### src/rtl/iq_pkg.sv
package iq_pkg;
  localparam int unsigned WORD_W = 32;
  localparam int unsigned IDX_W  = 16;
  localparam int unsigned NUM_EV = 6;

  localparam int BIT_VALID = 31;
  localparam int BIT_WRAP  = 30;
  localparam int BIT_CONG  = 28;

  // bits that hold information; all others are reserved and stored as zero
  localparam logic [WORD_W-1:0] KEEP_MASK = 32'hD0BE_FFFF;

  // word position of each event input bit
  function automatic int ev_pos(input int k);
    case (k)
      0:       ev_pos = 23;
      1:       ev_pos = 21;
      2:       ev_pos = 20;
      3:       ev_pos = 19;
      4:       ev_pos = 18;
      default: ev_pos = 17;
    endcase
  endfunction

  function automatic logic [WORD_W-1:0] place_events(input logic [NUM_EV-1:0] ev);
    logic [WORD_W-1:0] w;
    w = '0;
    for (int k = 0; k < int'(NUM_EV); k++) w[ev_pos(k)] = ev[k];
    return w;
  endfunction
endpackage

### src/rtl/iq_store.sv
module iq_store
  import iq_pkg::*;
#(
  parameter int unsigned DEPTH  = 8,
  parameter int unsigned ADDR_W = $clog2(DEPTH)
) (
  input  logic                clk,
  input  logic                rst_n,
  input  logic                hst_we,
  input  logic                hst_re,
  input  logic [ADDR_W-1:0]   hst_addr,
  input  logic [WORD_W-1:0]   hst_wdata,
  output logic [WORD_W-1:0]   hst_rdata,
  input  logic                prod_we,
  input  logic [ADDR_W-1:0]   prod_addr,
  input  logic [WORD_W-1:0]   prod_wdata,
  output logic                slot_valid,
  output logic                slot_wrap,
  output logic [DEPTH-1:0]    valid_vec
);
  logic [WORD_W-1:0] mem [DEPTH];

  for (genvar i = 0; i < int'(DEPTH); i++) begin : g_entry
    always_ff @(posedge clk or negedge rst_n) begin
      if (!rst_n)
        mem[i] <= '0;
      else if (hst_we && hst_addr == ADDR_W'(i))
        mem[i] <= hst_wdata & KEEP_MASK;
      else if (prod_we && prod_addr == ADDR_W'(i))
        mem[i] <= prod_wdata & KEEP_MASK;
    end
    assign valid_vec[i] = mem[i][BIT_VALID];
  end

  always_comb begin
    slot_valid = 1'b0;
    slot_wrap  = 1'b0;
    for (int i = 0; i < int'(DEPTH); i++) begin
      if (prod_addr == ADDR_W'(i)) begin
        slot_valid = mem[i][BIT_VALID];
        slot_wrap  = mem[i][BIT_WRAP];
      end
    end
  end

  always_ff @(posedge clk or negedge rst_n) begin
    if (!rst_n)
      hst_rdata <= '0;
    else if (hst_re) begin
      hst_rdata <= '0;
      for (int i = 0; i < int'(DEPTH); i++)
        if (hst_addr == ADDR_W'(i)) hst_rdata <= mem[i];
    end
  end

  AST_PROD_SETS_VALID: assert property (@(posedge clk) disable iff (!rst_n)
    (prod_we && !hst_we) |=> valid_vec[$past(prod_addr)]) else $error("prod write lost");
endmodule

### src/rtl/iq_writer.sv
module iq_writer
  import iq_pkg::*;
#(
  parameter int unsigned DEPTH  = 8,
  parameter int unsigned ADDR_W = $clog2(DEPTH)
) (
  input  logic                clk,
  input  logic                rst_n,
  input  logic                ev_valid,
  output logic                ev_ready,
  input  logic [NUM_EV-1:0]   ev_events,
  input  logic [2:0]          ev_pti,
  input  logic                ev_cng_en,
  input  logic [IDX_W-1:0]    ev_index,
  input  logic                hst_busy,
  input  logic                slot_valid,
  input  logic                slot_wrap,
  output logic                prod_we,
  output logic [ADDR_W-1:0]   prod_addr,
  output logic [WORD_W-1:0]   prod_wdata,
  output logic                ovf
);
  localparam logic [ADDR_W-1:0] LAST = ADDR_W'(DEPTH - 1);

  logic [ADDR_W-1:0] wr_ptr;
  logic              take, drop, cong;
  logic              unused_pti;

  assign unused_pti = ^{ev_pti[2], ev_pti[0]};
  assign ev_ready   = !hst_busy;
  assign take       = ev_valid && ev_ready;
  assign prod_we    = take && !slot_valid;
  assign drop       = take && slot_valid;
  assign cong       = ev_pti[1] && ev_cng_en;
  assign prod_addr  = wr_ptr;

  always_comb begin
    prod_wdata             = place_events(ev_events);
    prod_wdata[BIT_VALID]  = 1'b1;
    prod_wdata[BIT_WRAP]   = slot_wrap;
    prod_wdata[BIT_CONG]   = cong;
    prod_wdata[IDX_W-1:0]  = ev_index;
  end

  always_ff @(posedge clk or negedge rst_n) begin
    if (!rst_n)
      wr_ptr <= '0;
    else if (prod_we)
      wr_ptr <= (slot_wrap || wr_ptr == LAST) ? '0 : wr_ptr + 1'b1;
  end

  always_ff @(posedge clk or negedge rst_n) begin
    if (!rst_n)   ovf <= 1'b0;
    else if (drop) ovf <= 1'b1;
  end

  AST_DROP_HOLDS_PTR: assert property (@(posedge clk) disable iff (!rst_n)
    drop |=> (wr_ptr == $past(wr_ptr))) else $error("pointer moved on drop");
  AST_DROP_RAISES_OVF: assert property (@(posedge clk) disable iff (!rst_n)
    drop |=> ovf) else $error("overflow not flagged");
  AST_WRAP_RELOAD: assert property (@(posedge clk) disable iff (!rst_n)
    (prod_we && slot_wrap) |=> (wr_ptr == '0)) else $error("no reload after wrap entry");
  AST_OVF_STICKY: assert property (@(posedge clk) disable iff (!rst_n)
    ovf |=> ovf) else $error("overflow flag fell");
endmodule

### src/rtl/iq_event_queue.sv
module iq_event_queue
  import iq_pkg::*;
#(
  parameter int unsigned DEPTH  = 8,
  parameter int unsigned ADDR_W = $clog2(DEPTH)
) (
  input  logic              clk,
  input  logic              rst_n,
  input  logic              ev_valid,
  output logic              ev_ready,
  input  logic [5:0]        ev_events,
  input  logic [2:0]        ev_pti,
  input  logic              ev_cng_en,
  input  logic [15:0]       ev_index,
  input  logic              hst_wr_en,
  input  logic              hst_rd_en,
  input  logic [ADDR_W-1:0] hst_addr,
  input  logic [31:0]       hst_wdata,
  output logic [31:0]       hst_rdata,
  output logic              irq,
  output logic              ovf
);
  logic              prod_we, slot_valid, slot_wrap;
  logic [ADDR_W-1:0] prod_addr;
  logic [31:0]       prod_wdata;
  logic [DEPTH-1:0]  valid_vec;

  iq_writer #(.DEPTH(DEPTH), .ADDR_W(ADDR_W)) u_writer (
    .clk        (clk),
    .rst_n      (rst_n),
    .ev_valid   (ev_valid),
    .ev_ready   (ev_ready),
    .ev_events  (ev_events),
    .ev_pti     (ev_pti),
    .ev_cng_en  (ev_cng_en),
    .ev_index   (ev_index),
    .hst_busy   (hst_wr_en),
    .slot_valid (slot_valid),
    .slot_wrap  (slot_wrap),
    .prod_we    (prod_we),
    .prod_addr  (prod_addr),
    .prod_wdata (prod_wdata),
    .ovf        (ovf)
  );

  iq_store #(.DEPTH(DEPTH), .ADDR_W(ADDR_W)) u_store (
    .clk        (clk),
    .rst_n      (rst_n),
    .hst_we     (hst_wr_en),
    .hst_re     (hst_rd_en),
    .hst_addr   (hst_addr),
    .hst_wdata  (hst_wdata),
    .hst_rdata  (hst_rdata),
    .prod_we    (prod_we),
    .prod_addr  (prod_addr),
    .prod_wdata (prod_wdata),
    .slot_valid (slot_valid),
    .slot_wrap  (slot_wrap),
    .valid_vec  (valid_vec)
  );

  assign irq = |valid_vec;

  AST_IRQ_HOLDS: assert property (@(posedge clk) disable iff (!rst_n)
    (irq && !hst_wr_en) |=> irq) else $error("irq fell without host write");
  AST_IRQ_ON_STORE: assert property (@(posedge clk) disable iff (!rst_n)
    (ev_valid && ev_ready && !ovf && !$past(ev_valid && ev_ready)) |=> (irq || ovf))
    else $error("stored event gave no irq");
endmodule

### config.mk
export PLATFORM = sky130hd
export DESIGN_NAME = iq_event_queue
export DESIGN_NICKNAME = d
export VERILOG_FILES = /design/src/rtl/iq_pkg.sv /design/src/rtl/iq_store.sv /design/src/rtl/iq_writer.sv /design/src/rtl/iq_event_queue.sv
export SDC_FILE = /design/constraint.sdc
export NUM_CORES = 1
export LEC_CHECK = 0
export BUFFER_PORTS_ARGS = -buffer_cell sky130_fd_sc_hd__buf_2
export CAP_MARGIN = 10
export CORE_ASPECT_RATIO = 1.75
export CORE_MARGIN = 1.5
export CORE_UTILIZATION = 30
export DETAILED_ROUTE_END_ITERATION = 16
export SLEW_MARGIN = 20
export SYNTH_ARGS = -nofsm -noshare
export SYNTH_HDL_FRONTEND = slang
export SYNTH_HIERARCHICAL = 1
export SYNTH_SLANG_ARGS = --single-unit
### constraint.sdc
create_clock -name clk -period 6.1 [get_ports clk]
set_input_delay 1.22 -clock clk [delete_from_list [all_inputs] [get_ports clk]]
set_output_delay 1.22 -clock clk [all_outputs]
set_load 0.03 [all_outputs]
# After elaboration in Yosys (flattened, before gate mapping)
# Cells that the tools add are included.
# totals
out_inout_bits	35
input_bits	66
register_bits	292
# classes
mux	41
n_addsub	1
n_reduce_logical	34
eq_ne	14
# op_table
cell	count
32-bit 2-to-1 mux	24
3-bit equality test (second input constant)	8
1-bit logical AND	20
1-bit 2-to-1 mux	16
2-bit nonzero test	8
3-bit by 2-bit equality test with 1-bit output (second input constant)	4
8-bit OR reduction	1
3-bit by 1-bit equality test with 1-bit output (second input constant)	2
3-bit logical NOT	2
3-bit by 1-bit adder with 3-bit output (second input constant)	1
3-bit 2-to-1 mux	1
1-bit logical NOT	2
1-bit logical OR	1

# Logic depth before layout (Yosys ltp)
# logic_depth
depth_word	14
ltp_mapped	11

# By module
# The synthesis kept the hierarchy.
# modules_own_cells
mod	n_inst	cells_each	seq_area_each_um2	area_each_um2
iq_store	1	1347	5630.4	12650.9
iq_writer	1	50	100.1	464.2
iq_event_queue	1	3	0.0	16.3

# Worst setup path before layout
# OpenSTA, ideal clock, no wires.
# synth_path
path_kind	register -> register
start	register u_writer.wr_ptr[0], in the netlist u_writer/prod_addr[0]
end	register u_store/mem[116] (netlist name)
arrival_ps	2767
required_ps	5968
setup_time_ps	132
path_stages_with_launch	10
period_less_slack_ps	2899
slack_ps	3201
path_cell_list	dfrtp_1 buf_6 mux4_2 mux2_2 nor3b_4 nand2_1 nor3_4 buf_8 mux2i_1 o21ai_1
# synth_via
elab_chain_cells	13
elab_cells_between_ends	20
classes_between	eq/ne (7); mux (8); reduce/logical (5)
# synth_rtl
element	line	rtl
start, declared	iq_writer.sv:25	logic [ADDR_W-1:0] wr_ptr;
start signal, assigned	iq_writer.sv:49	wr_ptr <= (slot_wrap || wr_ptr == LAST) ? '0 : wr_ptr + 1'b1;
3-bit logical NOT	iq_store.sv:39	if (prod_addr == ADDR_W'(i)) begin
1-bit 2-to-1 mux (7 in a row)	iq_store.sv:39	
1-bit 2-to-1 mux *	iq_store.sv:39	
net slot_valid	iq_event_queue.sv:23	logic prod_we, slot_valid, slot_wrap;
1-bit logical NOT *	iq_writer.sv:32	assign prod_we = take && !slot_valid;
1-bit logical AND *	iq_writer.sv:32	
net prod_we	iq_event_queue.sv:23	
1-bit logical AND *	iq_store.sv:29	else if (prod_we && prod_addr == ADDR_W'(i))
2-bit nonzero test (no source line) *	n/a	
end signal, assigned by index	iq_store.sv:28	mem[i] <= hst_wdata & KEEP_MASK;
end signal, assigned by index	iq_store.sv:30	mem[i] <= prod_wdata & KEEP_MASK;
end, declared	iq_store.sv:21	logic [WORD_W-1:0] mem [DEPTH];
# Mark *: on every way through the listed nets, which the timed path passes. The rest lies on a longest branch.
# A chain may end at the register's enable or synchronous reset.

# Worst setup path after layout
# layout_path
start	register u_writer.wr_ptr[0], in the netlist u_writer/prod_addr[0]
end	register u_store/mem[164] (netlist name)
# Same word-level chain as after synthesis.

==> impl_results.md <==
* Sw Share at 33.7%
* Clock root buffer master: clkbuf_16
* Synth Cell Area at 13100 sq um
* Crit path max fanout at 20
* CTS tree: built
* CP peak stage delay at 0.79 ns
* Clock Pin Slew Worst Setup and Hold Paths at 0.07 ns
* WL/cell at 19.5 um
* Die area at 44900 sq um
* Synth warn at 6
* Worst EP arrival at 4.40 ns
* Vias in the first global route at between 10000 and 15000
* Fmax at around 250 MHz
* Data required, critical path at 6.46 ns
* Maximum capacitance violations at 0
* DRT iter0 DRCs at 586
* Drt first pass iters at 6
* Via density at 5.11
* Slew Viols, Final at 0
* Resize count post-CTS at 0
* Final WL at about 37000 um
* Mapped Avg Cell Area at 9.39 sq um
* Final nets at 1400
* H-tree depth at 1
* Antenna Nets Post-Route at 0
* Crit path buf inv count at 1
* Internal Power at 3.62 mW
* Total GRT Usage at 16.6%
* Finished Core Util at 32.5%
* Peak supply drop at 0.162 mV
* Placed cell areas at 13400 sq um
* Post-DP HPWL at ~23000 um
* Fin Clk Skew at 0.0192 ns
* Hold Crit Class: register to register
* Largest net degree at the start of global routing at 126
* Hold buffers post-CTS at 0
* Status: finished clean
* Core area at 43200 sq um
* Row count at 101
* Total number of vias at 9766
* DRC viols at 0
* Critical path class: register to register
* Final GP Congestion at ~0.76
* Pre-CTS setup slack at 2.04 ns
* Minimum clock period at 4.04 ns
* Total grt overflow at 0
* Clk buf depth at 3
* Leak pwr at a little over 6 nW
* Hold Fails Final Rpt at 0
* Setup TNS at 0 ns
* Clock Latency Late Sink at 0.53 ns
* Slew @ Worst Pin at 1.11 ns
* First-pass GRT wire length at 58400 um
* Setup Fix Bufs, Post-CTS at 0
* Initial Utilization at 30.3%
* Cells after Synth at 1392
* Final setup viols at 0
* Fin area at 14000 sq um
* Power Density at ~390 nW/um^2
* Initial antenna violation count at 9
* Sequential power share at 46.4%
* Critical Path Start Type: register
* Psw at about 1.8 mW
* CTS Sinks at ~230
* Die Y at 279 um
* Cell family with most CP delay: simple AND/OR/NAND/NOR gates
* Critical path cell sequence: mux4_2, mux2_2, nor3b_4, nand2b_2, nor3b_2, buf_4, mux2i_1, o21ai_0
* Period utilization at about two thirds
* Die X at approximately 160 um
* Crit path max-delay cell type: dfrtp_1
* Endpoint class of the critical path: register
* I/O pin count at 101
* Comb pwr share at 28.6%
* Area grow syn2layout at 7.44%
* Port bufs at 84
* RSZ-0062 raised after global routing: false
* Final WS setup at 2.06 ns
* Share of layout cells above drive strength 1 at 12.5%
* CTS buffer count at 20
* Clock group share of total power at 24.9%
* Rel. slew slack at between 20% and 30%
registers in the layout, indices dropped and copies added, names as in the netlist:
name                count
u_writer/ovf            1
u_store/mem           192
u_writer/prod_addr      3
u_store/valid_vec       8
u_store/hst_rdata      25
layer usage:
metal	vias up	GRT usage, %	wire length [um]
met5	-	0	103
met4	16	6.72	1290
li1	4673	-	-
met3	76	2.72	1690
met2	225	30.6	19500
met1	4776	18.8	14700
through the flow:
stage | power (mW) | hold WS [ns] | cells
after floorplan | 3.75 | 0.477 | 1398
after global placement | 4.04 | 0.448 | 1876
after detailed placement | 4.13 | 0.454 | 1876
after CTS | 5.50 | 0.471 | 1911
after global routing | 5.81 | 0.493 | 1912
final | 5.46 | 0.463 | 1912
power by group through the flow:
stage	registers [mW]	clock network [mW]	logic (mW)
detailed placement	2.56	0	1.57
floorplan	2.51	0	1.24
finish	2.53	1.36	1.56
global placement	2.53	0	1.51
CTS	2.53	1.39	1.57
global route	2.61	1.44	1.75
worst reg2reg max path, delay by kind of cell, from the launching register on:
family	cells	cell delay [ns]
and+or+nand+nor	3	1.31
AOI/OAI and AO/OA	1	0.08
muxes	3	1.15
buffers and inverters	1	0.55
DFF	1	0.79
cell type report:
type	instances	area, sq um
Fill cell	4459	29200
Multi-Input combinational cell	963	6230
Sequential cell	229	5730
Tap cell	566	708
Timing Repair Buffer	110	656
Clock buffer	28	591
Clock inverter	7	98.8
Inverter	8	30.0
Antenna cell	1	2.50
cells in the final DEF (no fill, tap or decap), types with 3 or more instances in the layout:
cell type and count:
a211oi_1 6, mux2_2 4, nor2_1 139, a31oi_1 19, nand2b_1 21, clkbuf_8 6, conb_1 8, nand2_1 105
mux2i_1 240, o22ai_1 19, a21oi_1 138, nand3_2 3, o2bb2ai_1 19, nand3_1 7, and3b_1 12, buf_2 81
nor3_2 3, o21ai_0 146, o221ai_1 6, clkinv_2 3, nand4b_1 3, inv_1 7, buf_4 26, o311a_1 6
a21boi_0 6, clkbuf_16 20, o21ai_1 12, nor2b_1 13, dfrtp_1 229
path summary, 6_finish.rpt:
path	from	end	cells past startpoint	slack [ns]
worst max-delay path	u_writer/prod_addr[0]	u_store/mem[164]	8	2.06
max in group asynchronous	rst_n	u_store/mem[225]	2	4.20
worst max register to register	u_writer/prod_addr[0]	u_store/mem[164]	8	2.06
worst min-delay path	u_writer/ovf	u_writer/ovf	1	0.46
worst min register to register	u_writer/ovf	u_writer/ovf	1	0.46
min in group asynchronous	rst_n	u_store/hst_rdata[15]	1	0.69
No activity file was read; power rests on OpenSTA's default activity.
